`config.mk`:
```
export PLATFORM = sky130hd
export DESIGN_NAME = cs_access_term
export DESIGN_NICKNAME = d
export VERILOG_FILES = /design/src/rtl/cs_term_pkg.sv /design/src/rtl/cs_rst_sync.sv /design/src/rtl/cs_opt_reg.sv /design/src/rtl/cs_term_ctr.sv /design/src/rtl/cs_seq_fsm.sv /design/src/rtl/cs_access_term.sv
export SDC_FILE = /design/constraint.sdc
export NUM_CORES = 1
export LEC_CHECK = 0
export CAP_MARGIN = 20
export CELL_PAD_IN_SITES_DETAIL_PLACEMENT = 0
export CELL_PAD_IN_SITES_GLOBAL_PLACEMENT = 1
export CORE_ASPECT_RATIO = 1.4
export CORE_MARGIN = 3
export CORE_UTILIZATION = 50
export DETAILED_ROUTE_END_ITERATION = 16
export DONT_BUFFER_PORTS = 1
export PLACE_DENSITY_LB_ADDON = 0.1
export SETUP_SLACK_MARGIN = 0.05
export SYNTH_ARGS = -nofsm -noshare
export SYNTH_HDL_FRONTEND = slang
export SYNTH_SLANG_ARGS = --single-unit
```
`constraint.sdc`:
```
create_clock -name clk -period 2.1 [get_ports clk]
set_input_delay 0.105 -clock clk [delete_from_list [all_inputs] [get_ports clk]]
set_output_delay 0.105 -clock clk [all_outputs]
set_load 0.05 [all_outputs]
```
`src/rtl/cs_term_pkg.sv`:
```
package cs_term_pkg;
  localparam int WS_W  = 5;
  localparam int CFG_W = WS_W + 3;

  typedef struct packed {
    logic            rd_hold;
    logic            wr_only;
    logic            prot_en;
    logic [WS_W-1:0] wait_n;
  } cs_opt_t;

  typedef enum logic [1:0] {
    ST_IDLE = 2'd0,
    ST_BUSY = 2'd1,
    ST_HOLD = 2'd2,
    ST_VIOL = 2'd3
  } cs_state_t;
endpackage

```
`src/rtl/cs_rst_sync.sv`:
```
module cs_rst_sync (
  input  logic clk,
  input  logic rst_n,
  output logic rst_n_sync
);
  logic [1:0] sync_q;

  always_ff @(posedge clk or negedge rst_n) begin
    if (!rst_n) sync_q <= 2'b00;
    else        sync_q <= {sync_q[0], 1'b1};
  end

  assign rst_n_sync = sync_q[1];
endmodule

```
`src/rtl/cs_opt_reg.sv`:
```
module cs_opt_reg
  import cs_term_pkg::*;
#(
  parameter int WS_RESET = 30
) (
  input  logic             clk,
  input  logic             rst_n,
  input  logic             we,
  input  logic [CFG_W-1:0] wdata,
  output cs_opt_t          opt_q
);
  cs_opt_t opt_d;

  always_comb begin
    opt_d = opt_q;
    if (we) opt_d = cs_opt_t'(wdata);
  end

  always_ff @(posedge clk or negedge rst_n) begin
    if (!rst_n) begin
      opt_q.rd_hold <= 1'b0;
      opt_q.wr_only <= 1'b0;
      opt_q.prot_en <= 1'b0;
      opt_q.wait_n  <= WS_W'(WS_RESET);
    end else begin
      opt_q <= opt_d;
    end
  end
endmodule

```
`src/rtl/cs_term_ctr.sv`:
```
module cs_term_ctr #(
  parameter int CNT_W = 8
) (
  input  logic             clk,
  input  logic             rst_n,
  input  logic             clr,
  input  logic             en,
  output logic [CNT_W-1:0] cnt
);
  logic [CNT_W-1:0] cnt_d;

  always_comb begin
    cnt_d = cnt;
    if (clr)     cnt_d = '0;
    else if (en) cnt_d = cnt + 1'b1;
  end

  always_ff @(posedge clk or negedge rst_n) begin
    if (!rst_n) cnt <= '0;
    else        cnt <= cnt_d;
  end
endmodule

```
`src/rtl/cs_seq_fsm.sv`:
```
module cs_seq_fsm
  import cs_term_pkg::*;
#(
  parameter int TMO_CYCLES = 256,
  parameter int CNT_W      = 8
) (
  input  logic             clk,
  input  logic             rst_n,
  input  logic             start,
  input  logic             req_write,
  input  cs_opt_t          opt_q,
  input  logic             ext_ack,
  input  logic [CNT_W-1:0] cnt,
  output logic             cnt_clr,
  output logic             cnt_en,
  output logic             cs_active,
  output logic             ack_out,
  output logic             addr_valid,
  output logic             prot_err,
  output logic             bus_err
);
  localparam logic [WS_W-1:0]  WS_EXT   = '1;
  localparam logic [CNT_W-1:0] TMO_LAST = CNT_W'(TMO_CYCLES - 1);

  cs_state_t       state_q, state_d;
  logic [WS_W-1:0] snap_ws_q, snap_ws_d;
  logic            snap_hold_q, snap_hold_d;
  logic            snap_wr_q, snap_wr_d;
  logic            viol;
  logic            ext_mode, done_int, done_ext, tmo_hit, term;

  // direction check against the live option value at acceptance
  always_comb begin
    viol = opt_q.prot_en && (opt_q.wr_only != req_write);
  end

  always_comb begin
    ext_mode = (snap_ws_q == WS_EXT);
    done_int = !ext_mode && (cnt == CNT_W'(snap_ws_q));
    done_ext = ext_mode && ext_ack;
    tmo_hit  = ext_mode && !ext_ack && (cnt == TMO_LAST);
    term     = done_int || done_ext || tmo_hit;
  end

  always_comb begin
    state_d     = state_q;
    snap_ws_d   = snap_ws_q;
    snap_hold_d = snap_hold_q;
    snap_wr_d   = snap_wr_q;
    cnt_clr     = 1'b0;
    cnt_en      = 1'b0;
    case (state_q)
      ST_IDLE: begin
        if (start) begin
          if (viol) begin
            state_d = ST_VIOL;
          end else begin
            state_d     = ST_BUSY;
            snap_ws_d   = opt_q.wait_n;
            snap_hold_d = opt_q.rd_hold;
            snap_wr_d   = req_write;
            cnt_clr     = 1'b1;
          end
        end
      end
      ST_BUSY: begin
        cnt_en = 1'b1;
        if (term) begin
          state_d = (!snap_wr_q && snap_hold_q) ? ST_HOLD : ST_IDLE;
        end
      end
      ST_HOLD: state_d = ST_IDLE;
      ST_VIOL: state_d = ST_IDLE;
      default: state_d = ST_IDLE;
    endcase
  end

  always_ff @(posedge clk or negedge rst_n) begin
    if (!rst_n) begin
      state_q     <= ST_IDLE;
      snap_ws_q   <= '0;
      snap_hold_q <= 1'b0;
      snap_wr_q   <= 1'b0;
    end else begin
      state_q     <= state_d;
      snap_ws_q   <= snap_ws_d;
      snap_hold_q <= snap_hold_d;
      snap_wr_q   <= snap_wr_d;
    end
  end

  always_comb begin
    cs_active  = (state_q == ST_BUSY);
    ack_out    = cs_active && (done_int || done_ext);
    bus_err    = cs_active && tmo_hit;
    addr_valid = cs_active || (state_q == ST_HOLD);
    prot_err   = (state_q == ST_VIOL);
  end
endmodule

```
`src/rtl/cs_access_term.sv`:
```
module cs_access_term
  import cs_term_pkg::*;
#(
  parameter int WS_RESET   = 30,
  parameter int TMO_CYCLES = 256
) (
  input  logic             clk,
  input  logic             rst_n,
  input  logic             cfg_we,
  input  logic [CFG_W-1:0] cfg_wdata,
  input  logic             req_valid,
  input  logic             req_write,
  input  logic             req_hit,
  input  logic             ext_ack,
  output logic             cs_active,
  output logic             ack_out,
  output logic             addr_valid,
  output logic             prot_err,
  output logic             bus_err
);
  localparam int TMO_W = $clog2(TMO_CYCLES);
  localparam int CNT_W = (TMO_W > WS_W) ? TMO_W : WS_W;

  logic             rst_n_sync;
  cs_opt_t          opt_q;
  logic [CNT_W-1:0] cnt;
  logic             cnt_clr, cnt_en;
  logic             start;

  assign start = req_valid && req_hit;

  cs_rst_sync u_rst (
    .clk        (clk),
    .rst_n      (rst_n),
    .rst_n_sync (rst_n_sync)
  );

  cs_opt_reg #(.WS_RESET(WS_RESET)) u_opt (
    .clk   (clk),
    .rst_n (rst_n_sync),
    .we    (cfg_we),
    .wdata (cfg_wdata),
    .opt_q (opt_q)
  );

  cs_term_ctr #(.CNT_W(CNT_W)) u_ctr (
    .clk   (clk),
    .rst_n (rst_n_sync),
    .clr   (cnt_clr),
    .en    (cnt_en),
    .cnt   (cnt)
  );

  cs_seq_fsm #(.TMO_CYCLES(TMO_CYCLES), .CNT_W(CNT_W)) u_fsm (
    .clk        (clk),
    .rst_n      (rst_n_sync),
    .start      (start),
    .req_write  (req_write),
    .opt_q      (opt_q),
    .ext_ack    (ext_ack),
    .cnt        (cnt),
    .cnt_clr    (cnt_clr),
    .cnt_en     (cnt_en),
    .cs_active  (cs_active),
    .ack_out    (ack_out),
    .addr_valid (addr_valid),
    .prot_err   (prot_err),
    .bus_err    (bus_err)
  );
endmodule

```
* Word level (Yosys, flattened, before mapping)
Index checks and enable logic that the tools add are counted.
** Word-level totals
- Register bits after elaboration :: 27
- Bits of input ports :: 15
- Output and inout bits :: 5
** Cells by class
- Add/sub/neg operators :: 1
- Eq/ne operators :: 9
- Mux-type cells :: 11
- Bitwise gates (word level) :: 1
- Reduce and logical (&&, ||, !) cells :: 20
** Operator list (number)
- $mux 8 :: 2
- $logic_and 1x1->1 :: 9
- $add 8x1->8 const B :: 1
- $eq 8x5->1 :: 1
- $eq 8x8->1 const B :: 1
- $mux 2 :: 4
- $pmux 2 s3 :: 1
- $eq 5x5->1 const B :: 1
- $eq 2x2->1 const B :: 2
- $mux 1 :: 4
- $logic_not 1->1 :: 3
- $logic_or 1x1->1 :: 3
- $reduce_and 3->1 :: 1
- $eq 2x1->1 const B :: 1
- $logic_not 2->1 :: 1
- $ne 2x1->1 const B :: 1
- $ne 2x2->1 const B :: 1
- $reduce_and 2->1 :: 1
- $reduce_bool 2->1 :: 1
- $reduce_or 2->1 :: 1
- $ne 1x1->1 :: 1
- $not 1->1 :: 1

* Logic depth before layout (Yosys ltp)
Gate-level depths: netlist of the first run.
- Depth in word-level cells :: 7
- Gate-level depth with buffers :: 7

* Cells and area by module
A second synthesis of the first run with hierarchy kept.
** Second synthesis, totals
- Cell total of the unflattened synthesis :: 111
- Area, all modules :: 1378.8 sq um
** Modules (own cells, without submodules)
- cs_seq_fsm :: times used 1, cells an instance 53, area each 585.6 sq um
- cs_term_ctr :: times used 1, cells an instance 37, area each 396.6 sq um
- cs_opt_reg :: times used 1, cells an instance 17, area each 336.6 sq um
- cs_rst_sync :: times used 1, cells an instance 3, area each 53.8 sq um
- cs_access_term :: times used 1, cells an instance 1, area each 6.3 sq um

* Worst setup path after synthesis of the first run
Ideal clock, no wire load.
- Path type :: reg-to-output
- From :: register u_fsm.state_q[1]
- To :: output bus_err
- Arrival time :: 2.857 ns
- Required time :: 1.995 ns
- Slack :: -0.862 ns
- Stages on the path, launching flop included :: 6
- Path buffers :: 1
- Path through :: dfrtp_1 > inv_1 > ha_1 > buf_2 > inv_1 > nor4_1
** Between the ends
- Longest elaborated chain between the ends :: 2
** RTL lines
- from (decl) :: line cs_seq_fsm.sv:25 : cs_state_t state_q, state_d;
- from (signal assigned) :: line cs_seq_fsm.sv:85 : state_q <= state_d;
- $eq 2x1->1 :: line cs_seq_fsm.sv:93 : cs_active = (state_q == ST_BUSY);
- named net cs_active :: line cs_access_term.sv:15 : output logic cs_active,
- $logic_and 1x1->1 :: line cs_seq_fsm.sv:95 : bus_err = cs_active && tmo_hit;
- to (decl) :: line cs_access_term.sv:19 : output logic bus_err
The timed path passes the listed nets, and every way through them passes these cells.

* Worst setup path after layout of the first run
- From :: register u_ctr.cnt[3]
- To :: output ack_out
** Between the ends
- Longest elaborated chain between the ends :: 4
** RTL lines
- from (decl) :: line cs_term_ctr.sv:8 : output logic [CNT_W-1:0] cnt
- from (signal assigned) :: line cs_term_ctr.sv:20 : else cnt <= cnt_d;
- $eq 8x5->1 :: line cs_seq_fsm.sv:39 : done_int = !ext_mode && (cnt == CNT_W'(snap_ws_q));
- $logic_and 1x1->1 :: line cs_seq_fsm.sv:39
- $logic_or 1x1->1 :: line cs_seq_fsm.sv:94 : ack_out = cs_active && (done_int || done_ext);
- $logic_and 1x1->1 :: line cs_seq_fsm.sv:94
- to (decl) :: line cs_access_term.sv:16 : output logic ack_out,
No other way between the ends.

==> out/qor.yml, run 1 <==
syn_area_um2: 1304
routed_wl_mm: 2.300
clkLatencyLatePin_ps: 310
timing.final.max_slew_violations: 0
htree_levels: 1
hold_viol: 0
yosysUniqueCellTypes: 30
grt_pass1_vias: 938
synth_nets: 124
synth_cells: 104
cts_buffers: 3
cap_violations: 0
grt_max_degree: 26
grt_use_total_pct: 16.25
p_comb_share_pct: 44.4
p_sw_share_pct: 38.80
critPathKind: "register to output port"
start_kind: "register"
dr.pass1.iters: 4
drt_iter0_drc: 16
clockRootBuffer: "clkbuf_4"
cts_tree: "done"
core_area_um2: 2444
async_flop_share_pct: 100.0
fmax_mhz: 520.5
r2r_slack_ps: 270
crit_start: "u_ctr.cnt[3]$_DFFE_PN0P_"
hpwl_mm: 1.665
ys_warn_count: 0
die_area_um2: 3265
n_antenna_cell: 0
fill_cells: 195
fp.dieW_um: 49.16
setup_viol: 0
cts_sinks: 27
portBuffers: 0
leakage_nw: 0.7034
fin_util_pct: 67.13
critical_path_required_ps: 2000
r2r_cells: 5
r2r_end: "u_fsm.state_q[0]$_DFFE_PN0P_"
synth_area_leader_cell: "dfrtp_1"
drc: 0
ir_drop_mv: 0.6485
clockPowerShare_pct: 11.4
skew_ps: 4.492
cts.clk_slew.worst_paths_ps: 130
cp-end-kind: "output port"
grt_pass1_wl_mm: 4.112
synthFlopType: "dfrtp_1"
cts_setup_buffers: 0
r2r_start: "u_ctr.cnt[0]$_DFFE_PN0P_"
ant_nets: 0
grt_remaining_overflow: 0
power_density_nw_per_um2: 1146
timing.final.crit_share_pct: 91.49
avgSynthCellArea_um2: 12.54
crit_fanout: 5
layout_commonest_cell: "dfrtp_1"
rsz0062_at_grt: "no"
layoutNonFillerInstCount: 163
p_int_w: 0.001151
place_area_um2: 1418
outcome: "complete, no violations"
hold_class: "primary input to register"
fin_area_um2: 1640
initial_core_util_pct: 53.35
place_inst: 140
nNetsFinal: 150
antenna_found_initial: 0
ios: 20
rows: 21
drive_above_1_share_pct: 29.46
worstSetupEndpoint: "ack_out"
wl_per_cell_um: 14.11
vias_per_cell: 5.258
yosys.area.top_type_share_pct: 44.15
vias: 857
area_delta_synth_final_pct: 25.82
final_cell_mix: "dfrtp_1 (23), dlygate4sd3_1 (19), mux2_2 (15)"
p_seq_share_pct: 44.3
net-switching-power_w: 0.0007297
gp_congestion: 0.7896
synthTopCellsByArea: "dfrtp_1 (44%), mux2_2 (13%), dfstp_2 (8.1%)"
yosys_register_bits: 27
yosysSeqAreaShare_pct: 52.21
synth-edff-count: 0
worst_ep_arrival_time_ps: 1820
fp.dieH_um: 66.42
cts_buffer_depth: 2
period_needed_ps: 1921
min_from: "req_hit"
-- flip-flops by register name, indices dropped and copies added (netlist names) --
signal and cells:
u_fsm.snap_ws_q 5, u_rst.sync_q 2, u_ctr.cnt 8, u_fsm.state_q 2
u_fsm.snap_wr_q 1, u_opt.opt_q 8, u_fsm.snap_hold_q 1
-- through the flow --
stage	total power (W)	setup TNS (ps)	hold slack [ps]	setup slack, ps
floorplan	0.001465	-1.031	-190.6	-1.031
finish	0.001880	0	125.0	178.6
global route	0.002014	0	117.4	55.11
detailed placement	0.001630	0	-190.6	279.9
global placement	0.001598	0	-190.5	339.5
CTS	0.001882	0	121.3	121.1
-- routing by layer --
layer | wire, µm | up-vias | track usage (%)
li1 | - | 416 | -
met1 | 994 | 429 | 19.51
met2 | 1217 | 10 | 28.69
met3 | 73 | 2 | 3.386
met4 | 15 | 0 | 5.338
met5 | 0 | - | 0
-- cells by family after synthesis --
kind of cell | share of synthesized area (%)
compound gates | 6.334
xor+xnor | 7.389
fa+ha+maj | 4.798
buf+inv | 2.207
flops | 52.21
mux | 15.64
other cells | 0.2876
simple gates | 11.13
-- cell usage after synthesis, types with 3 or more instances --
cell,instances
dfrtp_1,23
mux2_2,15
xor2_1,10
nor2_1,6
ha_1,5
dfstp_2,4
a21oi_1,3
inv_1,3
nand2_1,3
nand3_1,3
nand4_1,3
nor4_1,3
-- power groups by stage --
stage	combinational, W	sequential, W	clock, W
3_5_place_dp	0.000782	0.000848	0
2_1_floorplan	0.000664	0.000800	0
6_report	0.000834	0.000832	0.000214
3_3_place_gp	0.000760	0.000837	0
5_1_grt	0.000905	0.000861	0.000248
4_1_cts	0.000821	0.000835	0.000225
-- worst min-delay path by stage --
stage | end | depth (start not counted)
4_1_cts | u_fsm.state_q[1]$_DFFE_PN0P_ | 3
6_report | u_fsm.state_q[1]$_DFFE_PN0P_ | 3
3_5_place_dp | u_rst.sync_q[1]$_DFF_PN0_ | 0
5_1_grt | u_fsm.state_q[1]$_DFFE_PN0P_ | 3
3_3_place_gp | u_rst.sync_q[1]$_DFF_PN0_ | 0
2_1_floorplan | u_rst.sync_q[0]$_DFF_PN0_ | 0
-- layout make-up --
type | count | area, µm² | share of cell area, %
repair buffers | 25 | 260.3 | 15.87
multi-input cells | 70 | 619.3 | 37.76
inverters | 3 | 11.26 | 0.6865
well taps | 34 | 42.54 | 2.593
flip-flops and latches | 27 | 680.7 | 41.50
clock buffers | 4 | 26.28 | 1.602
-- worst max-delay path, cell delays in order, from the launching register on --
cell,delay [ps]
dfrtp_1,460
xor2_1,190
nor4_2,270
nand3_1,190
a21oi_2,240
buf_12,160
-- timing repair --
item | 4_1_cts | 5_1_grt
setup endpoints to repair | 0 | 1
hold endpoints to repair | 11 | 0
gates resized for setup | 0 | 1
hold buffers | 19 | 0
(Power assumes the default switching activity.)
==> run 2, diff against run 1 <==
--- a/config.mk
+++ b/config.mk
@@ -10,7 +10,7 @@
 export CELL_PAD_IN_SITES_GLOBAL_PLACEMENT = 1
 export CORE_ASPECT_RATIO = 1.4
 export CORE_MARGIN = 3
-export CORE_UTILIZATION = 50
+export CORE_UTILIZATION = 53
 export DETAILED_ROUTE_END_ITERATION = 16
 export DONT_BUFFER_PORTS = 1
 export PLACE_DENSITY_LB_ADDON = 0.1
==> run 2 against run 1 <==
  * Sequential share of layout area increased by 0.27 points
  * Cell area shrank 0.46%
  * Register-to-register slack worse by 30 ps
  * Routed wire length up 11%
  * Non-clock buffer count did not move
  * Total power up 1.5%
  * Final cell count down 7.4%
  * Via count increased by 0.23%
  * Setup slack got worse by 17 ps
  * Sequential power increased by 1%
  * Largest cell class unchanged
==> out/qor.yml, run 2 (synthesis gave the netlist of run 1 again) <==
wl_per_cell_um: 16.86
clockRootBuffer: "clkbuf_4"
power_density_nw_per_um2: 1169
gp_congestion: 0.7868
fp.dieW_um: 47.92
clkLatencyLatePin_ps: 330
final_cell_mix: "dfrtp_1 (22), dlygate4sd3_1 (19), mux2_2 (15)"
top_regs: "u_ctr.cnt: 8 flops, u_opt.opt_q: 8 flops, u_fsm.snap_ws_q: 5 flops"
area_delta_synth_final_pct: 25.24
grt_max_degree: 26
r2r_slack_ps: 240
cts_sinks: 27
ir_drop_mv: 0.7062
critical_path_required_ps: 2000
critPathKind: "register to output port"
r2r_cells: 5
hold-path-cell-count: 3
hold_class: "primary input to register"
drc: 0
min_from: "req_hit"
layout_commonest_cell: "dfrtp_1"
vias_per_cell: 5.689
rsz0062_at_grt: "no"
drive_above_1_share_pct: 31.78
hpwl_mm: 1.674
rows: 20
antenna_found_initial: 0
cp-end-kind: "output port"
cts_buffer_depth: 2
fill_cells: 152
fmax_mhz: 515.9
routed_wl_mm: 2.546
cts.clk_slew.worst_paths_ps: 150
cts_tree: "done"
start_kind: "register"
grt_pass1_wl_mm: 4.464
vias: 859
r2r_start: "u_ctr.cnt[0]$_DFFE_PN0P_"
period_needed_ps: 1938
grt_remaining_overflow: 0
fin_util_pct: 72.50
crit_fanout: 5
dr.pass1.iters: 5
cts_setup_buffers: 0
initial_core_util_pct: 57.89
nNetsFinal: 150
timing.final.max_slew_violations: 0
worst_ep_arrival_time_ps: 1830
drt_iter0_drc: 18
r2r_end: "u_fsm.state_q[0]$_DFFE_PN0P_"
setup_viol: 0
portBuffers: 0
place_ws_ps: 258.7
leakage_nw: 0.7050
grt_use_total_pct: 20.05
core_area_um2: 2252
setup_ws_ps: 161.6
ant_nets: 0
n_antenna_cell: 0
outcome: "complete, no violations"
htree_levels: 1
timing.final.crit_share_pct: 92.31
cts_buffers: 3
hold_viol: 0
cap_violations: 0
die_area_um2: 3099
hold_end: "u_fsm.state_q[1]$_DFFE_PN0P_"
grt_pass1_vias: 924
fp.dieH_um: 64.69
ios: 20
skew_ps: 11.10
run 2: final cells by class:
type                            count  area, µm²  area share, %
Sequential cell                    27      681.9          41.76
Multi-Input combinational cell     70      624.3          38.24
Timing Repair Buffer               25      260.3          15.94
Tap cell                           22      27.53          1.686
Clock buffer                        3      22.52          1.379
Inverter                            3      11.26         0.6897
Clock inverter                      1      5.005         0.3065
run 2: worst max-delay path by stage:
stage,start,to,slack (ps),cells after the start
final,u_ctr.cnt[3]$_DFFE_PN0P_,ack_out,160,5
after detailed placement,u_ctr.cnt[0]$_DFFE_PN0P_,u_fsm.state_q[0]$_DFFE_PN0P_,260,5
after global placement,u_ctr.cnt[0]$_DFFE_PN0P_,u_fsm.state_q[0]$_DFFE_PN0P_,340,5
after global routing,u_ctr.cnt[3]$_DFFE_PN0P_,ack_out,50,5
after CTS,u_ctr.cnt[3]$_DFFE_PN0P_,ack_out,80,5
after floorplan,u_fsm.state_q[1]$_DFFE_PN0P_,bus_err,-1,5
run 2: critical path: stages, from the launching register on:
cell and delay (ps):
dfrtp_2 460, xor2_1 180, nor4_2 330, nand3_2 160, a21oi_2 220, buf_12 160
run 2: what timing repair did:
item	CTS	global route
endpoints found under the setup margin	0	1
resized for setup	0	3
endpoints found under the hold margin	11	0
hold buffers	19	0
run 2: power breakdown:
part	total (W)	internal (W)	switching [W]	leakage [nW]
registers	0.000840	0.000682	0.000158	0.325
clock network	0.000223	0.0000714	0.000151	0.0177
logic	0.000846	0.000399	0.000447	0.362
total	0.00191	0.00115	0.000756	0.705
run 2: per-layer routing:
metal | routed length [µm] | GRT usage, %
met3 | 60 | 2.778
met1 | 1135 | 28.52
met2 | 1329 | 30.96
met4 | 21 | 6.061
met5 | 0 | 0
run 2: metrics by stage:
stage               power (W)  cells  cell area (µm²)  TNS, ps  hold slack (ps)
global route         0.002055    151             1633        0            127.6
CTS                  0.001889    151             1620        0            97.06
detailed placement   0.001633    128             1403        0           -190.6
global placement     0.001593    128             1403        0           -190.5
finish               0.001909    151             1633        0            95.19
floorplan            0.001465    104             1323   -1.031           -190.6
==> run 3, diff against run 2 <==
--- a/config.mk
+++ b/config.mk
@@ -5,7 +5,6 @@
 export SDC_FILE = /design/constraint.sdc
 export NUM_CORES = 1
 export LEC_CHECK = 0
-export CAP_MARGIN = 20
 export CELL_PAD_IN_SITES_DETAIL_PLACEMENT = 0
 export CELL_PAD_IN_SITES_GLOBAL_PLACEMENT = 1
 export CORE_ASPECT_RATIO = 1.4
@@ -15,6 +14,7 @@
 export DONT_BUFFER_PORTS = 1
 export PLACE_DENSITY_LB_ADDON = 0.1
 export SETUP_SLACK_MARGIN = 0.05
+export SLEW_MARGIN = 40
 export SYNTH_ARGS = -nofsm -noshare
 export SYNTH_HDL_FRONTEND = slang
 export SYNTH_SLANG_ARGS = --single-unit
==> constraint.sdc (replaced) <==
create_clock -name clk -period 2.3 [get_ports clk]
set_input_delay 0.115 -clock clk [delete_from_list [all_inputs] [get_ports clk]]
set_output_delay 0.115 -clock clk [all_outputs]
set_load 0.05 [all_outputs]
==> run 3 against run 2 <==
  * Non-clock buffer count did not move
  * Total power fell by 10%
  * Largest cell class unchanged
  * Critical endpoint unchanged
  * Sequential power fell by 8.6%
  * Routed wire length rose by 0.86%
  * First-iteration DRC count fell by 22%
  * Highest routed layer unchanged
==> out/qor.yml, run 3 (synthesis gave the netlist of run 1 again) <==
outcome: "complete, no violations"
max_slew_margin_pct: 56.62
fmax_mhz: 487.2
top_regs: "u_ctr.cnt: 8 flops, u_opt.opt_q: 8 flops, u_fsm.snap_ws_q: 5 flops"
net-switching-power_w: 0.0006777
fp.dieH_um: 64.69
timing.final.crit_share_pct: 89.24
crit_start: "u_ctr.cnt[3]$_DFFE_PN0P_"
cts_setup_buffers: 0
cts_sinks: 27
cap_violations: 0
core_area_um2: 2252
critical_path_required_ps: 2180
worst_slew_pin_slew_ps: 650.7
drc: 0
cts.clk_slew.worst_paths_ps: 140
crit_fanout: 5
clockRootBuffer: "clkbuf_4"
ant_nets: 0
routed_wl_mm: 2.568
cp_cell_sequence: "xor2_1, nor4_1, nand3_1, a21oi_1, buf_4"
p_int_w: 0.001035
cts_tree: "done"
worst_ep_arrival_time_ps: 1940
fill_cells: 153
p_comb_share_pct: 43.1
vias: 853
cp-end-kind: "output port"
cts_resized: 0
drive_above_1_share_pct: 27.91
critPathSlowestCell: "dfrtp_1"
grt_max_degree: 26
timing.final.max_slew_violations: 0
grt_use_total_pct: 19.20
antenna_found_initial: 0
r2r_slack_ps: 430
power.total_w: 0.001713
clockPowerShare_pct: 12.1
die_area_um2: 3099
n_antenna_cell: 0
portBuffers: 0
slowest_delay_ps: 470
skew_ps: 2.771
cts_buffers: 3
ir_drop_mv: 0.7157
start_kind: "register"
clkLatencyLatePin_ps: 320
dr.pass1.iters: 5
worstSetupEndpoint: "ack_out"
vias_per_cell: 5.649
r2r_start: "u_fsm.state_q[1]$_DFFE_PN0P_"
r2r_cells: 5
r2r_end: "u_fsm.snap_ws_q[0]$_DFFE_PN0P_"
htree_levels: 1
power_density_nw_per_um2: 1077
cts_hold_buf: 19
critPathKind: "register to output port"
p_seq_share_pct: 44.8
grt_pass1_vias: 913
hold_viol: 0
place_ws_ps: 437.5
hold_slack_ps: 117.4
wl_per_cell_um: 17.01
grt_remaining_overflow: 0
leakage_nw: 0.6974
layout_commonest_cell: "dfrtp_1"
setup_ws_ps: 247.5
timing.setup.tns_ps: 0
ios: 20
setup_viol: 0
hold_class: "primary input to register"
gp_congestion: 0.8190
drt_iter0_drc: 14
rows: 20
cts_buffer_depth: 2
fp.dieW_um: 47.92
grt_pass1_wl_mm: 4.271
nNetsFinal: 150
rsz0062_at_grt: "no"
area_delta_synth_final_pct: 21.98
initial_core_util_pct: 57.89
p_sw_share_pct: 39.56
hpwl_mm: 1.679
final_cell_mix: "dfrtp_1 (23), dlygate4sd3_1 (19), mux2_2 (15)"
period_needed_ps: 2052
[run 3: stage by stage]
stage | utilization [%] | instance area, µm² | std cells
after CTS | 70.61 | 1590 | 151
after detailed placement | 61.00 | 1374 | 128
after global placement | 61.00 | 1374 | 128
after floorplan | - | 1319 | 104
after global routing | 70.61 | 1590 | 151
final | 70.61 | 1590 | 151
[run 3: metal layers]
layer  share of wire [%]  track usage (%)
met1                  42            24.05
met2                  53            31.46
met3                 2.3            2.500
met4                 2.1            8.418
met5                   0                0
[run 3: power by group through the flow]
stage / combinational (W) / sequential [W] / clock [W]
after floorplan: 0.000602 / 0.000731 / 0
final: 0.000738 / 0.000768 / 0.000207
after global placement: 0.000675 / 0.000764 / 0
after CTS: 0.000735 / 0.000764 / 0.000209
after global routing: 0.000809 / 0.000791 / 0.000231
after detailed placement: 0.000698 / 0.000776 / 0
[run 3: worst min-delay path by stage]
stage / from / end / slack, ps / cells after the start
2_1_floorplan: rst_n / u_rst.sync_q[0]$_DFF_PN0_ / -180 / 0
3_3_place_gp: rst_n / u_rst.sync_q[0]$_DFF_PN0_ / -180 / 0
3_5_place_dp: rst_n / u_rst.sync_q[0]$_DFF_PN0_ / -180 / 0
4_1_cts: req_hit / u_fsm.state_q[1]$_DFFE_PN0P_ / 120 / 3
5_1_grt: req_hit / u_fsm.state_q[1]$_DFFE_PN0P_ / 140 / 3
6_report: req_hit / u_fsm.state_q[1]$_DFFE_PN0P_ / 120 / 3
[run 3: layout make-up]
type | instances | area (µm²) | share of cell area [%]
Sequential cell | 27 | 680.7 | 42.80
Multi-Input combinational cell | 70 | 609.3 | 38.32
Timing Repair Buffer | 25 | 235.2 | 14.79
Tap cell | 22 | 27.53 | 1.731
Clock buffer | 4 | 26.28 | 1.652
Inverter | 3 | 11.26 | 0.7081
[run 3: worst max-delay path, delay by kind of cell (launching register included)]
family	cells	cell delay [ps]
simple gates	2	550
flops	1	470
buf+inv	1	220
compound gates	1	200
xor+xnor	1	180
